===== config.mk =====
export PLATFORM = sky130hd
export DESIGN_NAME = frame_sync_gen
export DESIGN_NICKNAME = d
export VERILOG_FILES = /design/src/rtl/frame_sync_gen.sv
export SDC_FILE = /design/constraint.sdc
export NUM_CORES = 1
export LEC_CHECK = 0
export BUFFER_PORTS_ARGS = -buffer_cell sky130_fd_sc_hd__buf_2
export CAP_MARGIN = 10
export CORE_MARGIN = 2
export CORE_UTILIZATION = 45
export CTS_BUF_LIST = sky130_fd_sc_hd__clkbuf_16
export CTS_CLUSTER_SIZE = 14
export DETAILED_ROUTE_END_ITERATION = 16
export GPL_TIMING_DRIVEN = 0
export MAX_ROUTING_LAYER = met4
export PLACE_DENSITY = 0.68
export SLEW_MARGIN = 20
export SYNTH_ARGS = -nofsm -noshare
export SYNTH_HDL_FRONTEND = slang
export SYNTH_SLANG_ARGS = --single-unit

===== constraint.sdc =====
create_clock -name clk -period 4 [get_ports clk]
set_input_delay 0.4 -clock clk [delete_from_list [all_inputs] [get_ports clk]]
set_output_delay 0.4 -clock clk [all_outputs]
set_load 0.01 [all_outputs]

===== src/rtl/frame_sync_gen.sv =====
module frame_sync_gen #(
  parameter int PER_W = 12,
  parameter int WID_W = 8
) (
  input  logic             clk,
  input  logic             rst_n,
  input  logic             bclk_en,
  input  logic [PER_W-1:0] per_set,
  input  logic [WID_W-1:0] wid_set,
  input  logic             gen_run,
  input  logic             gen_mode,
  input  logic             ext_mode,
  input  logic             ext_frame_in,
  input  logic             loop_sel,
  input  logic             tx_fs,
  input  logic             tx_data,
  input  logic             rx_fs_pin,
  input  logic             rx_data_pin,
  output logic             fs_out,
  output logic             rx_fs,
  output logic             rx_data
);

  logic [PER_W-1:0] per_cnt;
  logic [WID_W-1:0] wid_cnt;
  logic             live;
  logic             ext_prev;

  logic run_ok, ext_rise, per_done, wid_done, start;

  assign run_ok   = gen_run & gen_mode;
  assign ext_rise = ext_frame_in & ~ext_prev;
  assign per_done = (per_cnt == '0);
  assign wid_done = (wid_cnt == '0);
  assign start    = ext_mode ? ext_rise : (~live | per_done);

  always_ff @(posedge clk or negedge rst_n) begin
    if (!rst_n) begin
      per_cnt <= '0;
      wid_cnt <= '0;
      live    <= 1'b0;
      fs_out  <= 1'b0;
    end else if (!run_ok) begin
      live   <= 1'b0;
      fs_out <= 1'b0;
    end else if (bclk_en) begin
      if (start) begin
        per_cnt <= per_set;
        wid_cnt <= wid_set;
        live    <= 1'b1;
        fs_out  <= 1'b1;
      end else begin
        if (!ext_mode) per_cnt <= per_cnt - 1'b1;
        if (fs_out) begin
          if (wid_done) fs_out  <= 1'b0;
          else          wid_cnt <= wid_cnt - 1'b1;
        end
      end
    end
  end

  always_ff @(posedge clk or negedge rst_n) begin
    if (!rst_n)       ext_prev <= 1'b0;
    else if (bclk_en) ext_prev <= ext_frame_in;
  end

  assign rx_fs   = loop_sel ? tx_fs   : rx_fs_pin;
  assign rx_data = loop_sel ? tx_data : rx_data_pin;

endmodule


# --- Word-level counts from Yosys, hierarchy flattened ---
# Cells that the tools add are included.
word_totals:
  out_inout_bits: 3
  inputBits: 32
  reg_bits: 23
op_classes:
  reduce_logical: 6
  n_addsub: 2
  n_mux: 16
  n_eq_ne: 4
  bitwise: 5
op_table:
  columns: ["operator", "count"]
  rows:
  - ["12-bit 2-to-1 mux", 2]
  - ["8-bit 2-to-1 mux", 3]
  - ["12-bit zero test", 1]
  - ["12-bit by 1-bit subtractor with 12-bit output, second input constant", 1]
  - ["1-bit 2-to-1 mux", 11]
  - ["8-bit zero test", 1]
  - ["8-bit by 1-bit subtractor with 8-bit output, second input constant", 1]
  - ["2-bit by 1-bit != test with 1-bit output, second input constant", 3]
  - ["4-bit AND reduction", 1]
  - ["3-bit AND reduction", 1]
  - ["1-bit AND", 2]
  - ["2-bit != test, second input constant", 1]
  - ["1-bit inverter", 2]
  - ["2-bit AND reduction", 1]
  - ["2-bit nonzero test", 1]
  - ["1-bit bitwise OR", 1]

# --- Depth between registers and ports, before layout ---
# Gate-level depths: netlist of run 1.
logic_depth:
  ltp_word: 6
  mapped_depth: 8

# --- Worst setup path before layout of run 1 ---
# OpenSTA, ideal clock, no wires.
synth_path:
  path_kind: "register to register"
  from: "register per_cnt[0]"
  to: "register per_cnt[11]"
  required_ns: 3.863
  path_slack_ns: 2.189
  arrival_ns: 1.674
  path_stages_with_launch: 9
  setup_time_ns: 0.137
  period_less_slack_ns: 1.811
  n_path_buf: 1
  path_cell_list: "dfrtp_1 > inv_1 > ha_1 > nor4b_2 > a311oi_2 > nor2_1 > buf_2 > o32ai_2 > a21oi_1"
synth_between:
  elab_chain_len: 5
  word_cells_on_any_way: 8
  cone_classes: "1 x add/sub; 1 x eq/ne; 3 x mux; 1 x bitwise; 2 x reduce/logical"
synth_lines:
  columns: ["element", "line", "source"]
  rows:
  - ["start: declaration", "24", "logic [PER_W-1:0] per_cnt;"]
  - ["start signal: assignment", "48", "per_cnt <= per_set;"]
  - ["start signal: assignment", "53", "if (!ext_mode) per_cnt <= per_cnt - 1'b1;"]
  - ["branches (longest 5 deep; another with 12-bit by 1-bit subtractor with 12-bit output)", null, null]
# Several ways; the timed one is not identified. The select of a mux whose other input is x is not followed.
# A chain may end at the register's enable or synchronous reset.

# --- Worst setup path after layout of run 1 ---
layout_path:
  from: "register per_cnt[0]"
  to: "register wid_cnt[3]"
layout_between:
  elab_chain_len: 5
  word_cells_on_any_way: 7
  cone_classes: "1 x eq/ne; 2 x mux; 1 x bitwise; 3 x reduce/logical"
layout_lines:
  columns: ["element", "line", "source"]
  rows:
  - ["12-bit zero test (*)", "33", "assign per_done = (per_cnt == '0);"]
  - ["1-bit bitwise OR (*)", "35", "assign start = ext_mode ? ext_rise : (~live | per_done);"]
  - ["1-bit 2-to-1 mux (*)", "35", null]
  - ["2-bit by 1-bit != test with 1-bit output (no source line) or 2-bit nonzero test (tied branches)", null, null]
  - ["4-bit AND reduction (no source line)", null, null]
  - ["end signal: assignment", "49", "wid_cnt <= wid_set;"]
  - ["end signal: assignment", "56", "else wid_cnt <= wid_cnt - 1'b1;"]
  - ["end: declaration", "25", "logic [WID_W-1:0] wid_cnt;"]
# Every way passes the cells marked *; elsewhere a longest branch is shown, timed or not.

==> summary.txt, run 1 <==
GRT
  • First-pass GRT wire length: ~6600 um
  • Largest net degree at the start of global routing: 24
  • GR Overflow Total: 0
  • Total GRT Usage: 0.210
  • Initial antenna violation count: 0
  • Vias in the first global route: around 1.5k

Routing
  • DR iter-0 viols: approximately 150
  • Detailed Routing Iterations Pass 1: 4
  • Via-to-Cell Ratio: between 5 and 6
  • Routed Antenna Nets: 0
  • Vias: about 1.5k
  • DR WL/cell: 15.5 um
  • Drt drc: 0
  • Total Wirelength: 3900 um

Logic synthesis
  • Post-synth top area share: 0.370
  • Cell with the most instances after synthesis: dfrtp_1
  • Synthesized net count: slightly above 200
  • Synth warn: 0
  • EDFF count, synth: 0
  • Ys async rst share: 1.00
  • Largest cells by area after synthesis: dfrtp_1 (37%), mux2i_1 (7.1%), o21ai_1 (4.5%), a21oi_1 (3.5%), o2bb2ai_1 (3.4%)
  • Sequential area share after synthesis: 0.370
  • Mapped Avg Cell Area: about 9.3 um^2
  • Library cells used by synthesis: 42
  • Area leader, netlist: dfrtp_1
  • Top post-synthesis cells by count: dfrtp_1 (23), o21ai_1 (14), nor2_1 (12)
  • FF+latch count, synth: 23
  • Primary FF master, synth: dfrtp_1
  • Netlist Area Pre-Place: about 1600 um^2
  • Post-Synthesis Cells: 168

Setup path
  • CP bufs+invs: 1
  • Startpoint Class: flop
  • R2R Setup Slk: approximately 1.8 ns
  • Worst path max stage delay: roughly 0.43 ns
  • CP Class: flop to flop
  • FF-to-FF path depth: 7
  • Crit path DAT: 2.29 ns
  • R2r startpoint: per_cnt[0]$_DFFE_PN0P_
  • Crit path cell chain: inv_1 -> ha_1 -> nor4b_2 -> a311oi_2 -> o22ai_2 -> o21ai_1 -> a22o_1
  • Reg-to-reg endpoint: wid_cnt[3]$_DFFE_PN0P_
  • Crit path from: per_cnt[0]$_DFFE_PN0P_
  • Slowest-stage cell, CP: o22ai_2
  • CP required: between 4 and 5 ns
  • Worst path depth: 7
  • Worst setup EP type: flop
  • Critical Path End: wid_cnt[3]$_DFFE_PN0P_
  • Crit Path Max Fanout: 9
  • Top delay family on crit path: compound AO/OA/AOI/OAI gates

Final layout
  • Layout area overhead: 19.7%
  • Final core utilization: 0.558
  • Diode count: 0
  • Layout cells sized above 1: 0.262
  • Final Instance Count excl. Fillers: approximately 250
  • Nets: between 200 and 250

Power
  • PwrDens: ~450 nW/um^2
  • Worst ir drop on vdd: ~0.23 mV
  • Leakage: between 0.8 and 0.9 nW

Timing
  • Tcrit/Tclk final: 0.538
  • Max Fclk: between 400 and 500 MHz
  • Fin crit period: between 2 and 2.5 ns
  • Fin Clk Skew: between 0.003 and 0.004 ns
  • RSZ-0062 raised after global routing: false
  • Final slew viol count: 0
  • Rel. slew slack: 0.502
  • Final hold violations: 0
  • Worst Max-Slew Pin Slew: between 0.7 and 0.8 ns
  • Setup TNS Final: 0 ns
  • Setup violators final: 0
  • Final hold slack: ~0.13 ns

CTS
  • Clock Pin Slew Worst Setup and Hold Paths: 0.06 ns
  • # hold bufs at CTS: 0
  • H-tree depth: 1
  • Clk_lat worst skew: 0.25 ns
  • Clk root buf: clkbuf_16
  • Clock sink total: 23
  • CTS tree: done
  • Clk buf depth: 2
  • Post-CTS setup buffer count: 0
  • CTS-repair resized insts: 0
  • Num CTS Buffers: 3

Floorplan
  • Io pins: 35
  • Die X: 62.8 um
  • Die Y: approximately 63 um
  • Rows: 21
  • Starting Density: 0.466
  • Core Area: roughly 3300 um^2
  • Die Area: approximately 3900 um^2

Status
  • Outcome: complete, no violations

Placed design
  • Port Buffers: 34
  • Gp weighted congestion: between 0.8 and 0.9
  • HPWL Detailed: approximately 2900 um
  • Placed cells: 248

Worst hold path
  • Min-Delay Path Class: input port to async pin

Job
  • Maxcap violations: 0
## logic make-up after synthesis
kind of cell,synth area share
buffers and inverters,0.0547
AND/OR/NAND/NOR,0.186
adder cells (fa/ha/maj),0.0322
flip-flops,0.370
AO/OA/AOI/OAI,0.265
multiplexers,0.0924
## how the worst min path moves through the flow
stage           from                      to
4_1_cts        rst_n    ext_prev$_DFFE_PN0P_
5_1_grt        rst_n      fs_out$_DFFE_PN0P_
2_1_floorplan  rst_n    ext_prev$_DFFE_PN0P_
3_3_place_gp   rst_n  per_cnt[2]$_DFFE_PN0P_
3_5_place_dp   rst_n    ext_prev$_DFFE_PN0P_
6_report       rst_n  per_cnt[2]$_DFFE_PN0P_
## flip-flops by register name (all words and copies together) (netlist names)
signal and cells:
wid_cnt 8, per_cnt 12, fs_out 1, ext_prev 1, live 1
## power breakdown
| group | switching, mW | internal (mW) |
|---|---|---|
| logic | 0.140 | 0.112 |
| registers | 0.0749 | 0.294 |
| clock network | 0.0792 | 0.133 |
| total | 0.294 | 0.539 |
## layer usage
metal  vias to the layer above  track usage  routed length (um)
li1                        706            -                   -
met1                       705        0.259                1730
met2                        50        0.366                1900
met3                         8       0.0288                 232
met4                         0       0.0500                  44
met5                         -            -                   0
## metrics by stage
step | area, um^2 | worst slack, ns | total power [mW]
after global routing | 1860 | 1.62 | 0.887
after CTS | 1860 | 1.86 | 0.832
after detailed placement | 1780 | 1.90 | 0.618
after floorplan | 1560 | 2.19 | 0.535
after global placement | 1780 | 1.94 | 0.600
final | 1860 | 1.85 | 0.833
## layout make-up
| type | count | area (um^2) |
|---|---|---|
| clock inverter | 1 | 3.75 |
| tap | 46 | 57.6 |
| timing repair buffer | 34 | 170 |
| buffer | 7 | 43.8 |
| sequential | 23 | 576 |
| inverter | 11 | 41.3 |
| clock buffer | 3 | 75.1 |
| multi-input combinational | 127 | 896 |
| fill | 328 | 1470 |
## cells in the final DEF, fill, tap and decap left out, types with 2 or more instances in the layout
master,netlist,final
clkbuf_1,3,3
nor2_1,12,12
nor3b_1,2,2
a21oi_1,11,11
o211ai_1,3,3
nor3_1,9,9
inv_1,11,12
mux2_2,3,3
clkbuf_16,0,3
buf_2,2,36
o21ai_1,14,14
nand2_1,8,8
o21ai_0,8,8
nand4_1,3,3
o2bb2ai_1,6,6
o22ai_1,3,3
a22oi_1,3,3
a21o_1,2,2
ha_1,4,4
dfrtp_1,23,23
mux2i_1,11,11
nand3_1,5,5
buf_6,2,2
Power figures use the tool's default switching activity.
==> inputs of run 2 (changes only) <==
--- a/config.mk
+++ b/config.mk
@@ -14,7 +14,7 @@
 export DETAILED_ROUTE_END_ITERATION = 16
 export GPL_TIMING_DRIVEN = 0
 export MAX_ROUTING_LAYER = met4
-export PLACE_DENSITY = 0.68
+export PLACE_DENSITY = 0.71
 export SLEW_MARGIN = 20
 export SYNTH_ARGS = -nofsm -noshare
 export SYNTH_HDL_FRONTEND = slang
==> constraint.sdc (replaced) <==
create_clock -name clk -period 1.77 [get_ports clk]
set_input_delay 0.177 -clock clk [delete_from_list [all_inputs] [get_ports clk]]
set_output_delay 0.177 -clock clk [all_outputs]
set_load 0.01 [all_outputs]
==> summary.txt, run 2 (same netlist as run 1, synthesis figures left out) <==
Setup path
  • Crit Path Max Fanout: 5
  • CP required: 1.90 ns
  • Worst setup EP type: flop
  • Startpoint Class: flop
  • Crit path DAT: approximately 2.1 ns
  • CP Class: flop to flop

GRT
  • Vias in the first global route: between 1.5k and 2k
  • GR Overflow Total: 0
  • Largest net degree at the start of global routing: 24
  • Initial antenna violation count: 0
  • Total GRT Usage: 0.244
  • First-pass GRT wire length: between 7000 and 8000 um

Placed design
  • Cell area after placement: about 1800 um^2
  • Gp weighted congestion: roughly 0.87
  • HPWL Detailed: around 2700 um
  • Pre-CTS worst setup slack: -0.262 ns
  • Port Buffers: 34
  • Placed cells: between 200 and 250

Routing
  • Top Metal Used: met4
  • Routed Antenna Nets: 0
  • Met2 WL: 2300 um
  • Total Wirelength: around 4800 um
  • Metal3 WL: ~300 um
  • Detailed Routing Iterations Pass 1: 4
  • Drt drc: 0
  • Vias: about 1.6k
  • DR WL/cell: around 17 um
  • Via-to-Cell Ratio: 5.77
  • DR iter-0 viols: 153
  • DRT met1 WL: ~2000 um

Timing
  • Rel. slew slack: 0.646
  • Fin crit period: 1.95 ns
  • Final worst slack: -0.180 ns
  • RSZ-0062 raised after global routing: true
  • Final slew viol count: 0
  • Tcrit/Tclk final: 1.10
  • Setup violators final: 19
  • Max Fclk: 513 MHz
  • Final hold violations: 0
  • Fin Clk Skew: ~0.0037 ns
  • Worst Max-Slew Pin Slew: about 0.53 ns

CTS
  • Clock sink total: 23
  • Clk buf depth: 2
  • CTS tree: done
  • H-tree depth: 1
  • Clk root buf: clkbuf_16
  • Clock Pin Slew Worst Setup and Hold Paths: approximately 0.06 ns
  • Clk_lat worst skew: 0.26 ns
  • Num CTS Buffers: 3

Final layout
  • Final Instance Area: 2260 um^2
  • Nets: 269
  • Layout area overhead: 45.5%
  • Reg with most FFs: per_cnt
  • Layout cells sized above 1: 0.422
  • Max FFs per register: 12
  • Final Instance Count excl. Fillers: about 280
  • Diode count: 0
  • Most frequent cells in the layout: buf_2 (34), dfrtp_1 (22), buf_4 (21)
  • Most common cell after layout, fill and taps aside: buf_2
  • Biggest regs: per_cnt x12, wid_cnt x8

Floorplan
  • Core Area: 3340 um^2
  • Io pins: 35
  • Die Area: about 3900 um^2
  • Die X: 62.8 um
  • Die Y: between 60 and 70 um
  • Rows: 21
  • Starting Density: 0.466

Worst hold path
  • Min-Delay Path Class: input port to flop

Power
  • Worst ir drop on vdd: 0.516 mV
  • Leakage: around 0.99 nW
  • PwrDens: 975 nW/um^2

Status
  • Violated checks: negative setup slack
  • Outcome: finished with violations

Job
  • Maxcap violations: 0
-- run 2: cell count changes in the layout (fill, tap and decap cells not counted), sizes merged --
cell and change:
dlygate4sd3 +1, buf +25
-- run 2: worst paths after layout --
| kind | startpoint | end | slack, ns | cells after the start |
|---|---|---|---|---|
| hold / removal | bclk_en | fs_out$_DFFE_PN0P_ | 0.16 | 2 |
| setup reg to reg | per_cnt[1]$_DFFE_PN0P_ | per_cnt[11]$_DFFE_PN0P_ | -0.18 | 9 |
| max in group asynchronous | rst_n | per_cnt[2]$_DFFE_PN0P_ | 0.96 | 2 |
| min in group asynchronous | rst_n | per_cnt[7]$_DFFE_PN0P_ | 0.42 | 2 |
| hold reg to reg | wid_cnt[6]$_DFFE_PN0P_ | wid_cnt[6]$_DFFE_PN0P_ | 0.49 | 1 |
| setup / recovery | per_cnt[1]$_DFFE_PN0P_ | per_cnt[11]$_DFFE_PN0P_ | -0.18 | 9 |
-- run 2: layer usage --
layer	global-route usage	up-vias
met5	-	-
met4	0.0917	0
met3	0.0378	11
met2	0.394	68
met1	0.309	757
li1	-	767
-- run 2: what timing repair did --
item | CTS | global route
pin swaps | 9 | 12
gates resized for setup | 20 | 21
endpoints found under the setup margin | 22 | 21
endpoints found under the hold margin | 23 | 0
hold buffers | 1 | 0
cloned | 1 | 2
buffers inserted | 15 | 9
-- run 2: metrics by stage --
stage	setup TNS [ns]	power, mW	hold slack (ns)	utilization
after detailed placement	-3.04	1.40	0.195	0.537
after CTS	-0.709	2.03	0.163	0.631
after global placement	-2.59	1.37	0.189	0.537
after floorplan	-0.00460	1.22	-0.119	-
final	-1.82	2.21	0.159	0.679
after global routing	-3.49	2.34	0.161	0.679
-- run 2: power by group --
part | internal, mW | leakage (nW) | total, mW | switching (mW)
Clock | 0.303 | 0.0423 | 0.502 | 0.199
Sequential | 0.665 | 0.277 | 0.843 | 0.178
Combinational | 0.434 | 0.671 | 0.863 | 0.429
-- run 2: critical path, cell delays in order, from the launching register on --
cell and delay, ns:
dfrtp_1 0.38, inv_2 0.06, ha_4 0.15, nor4b_4 0.13, a311oi_4 0.39, buf_4 0.19
nor2_4 0.04, buf_6 0.15, o32ai_2 0.24, a21oi_1 0.10
-- run 2: cell type report --
type | instances | area [um^2]
fillers | 257 | 1070
multi-input cells | 127 | 1020
flip-flops and latches | 23 | 577
repair buffers | 61 | 428
clock buffers | 3 | 75.1
plain buffers | 6 | 61.3
well taps | 46 | 57.6
inverters | 11 | 41.3
clock inverters | 1 | 3.75
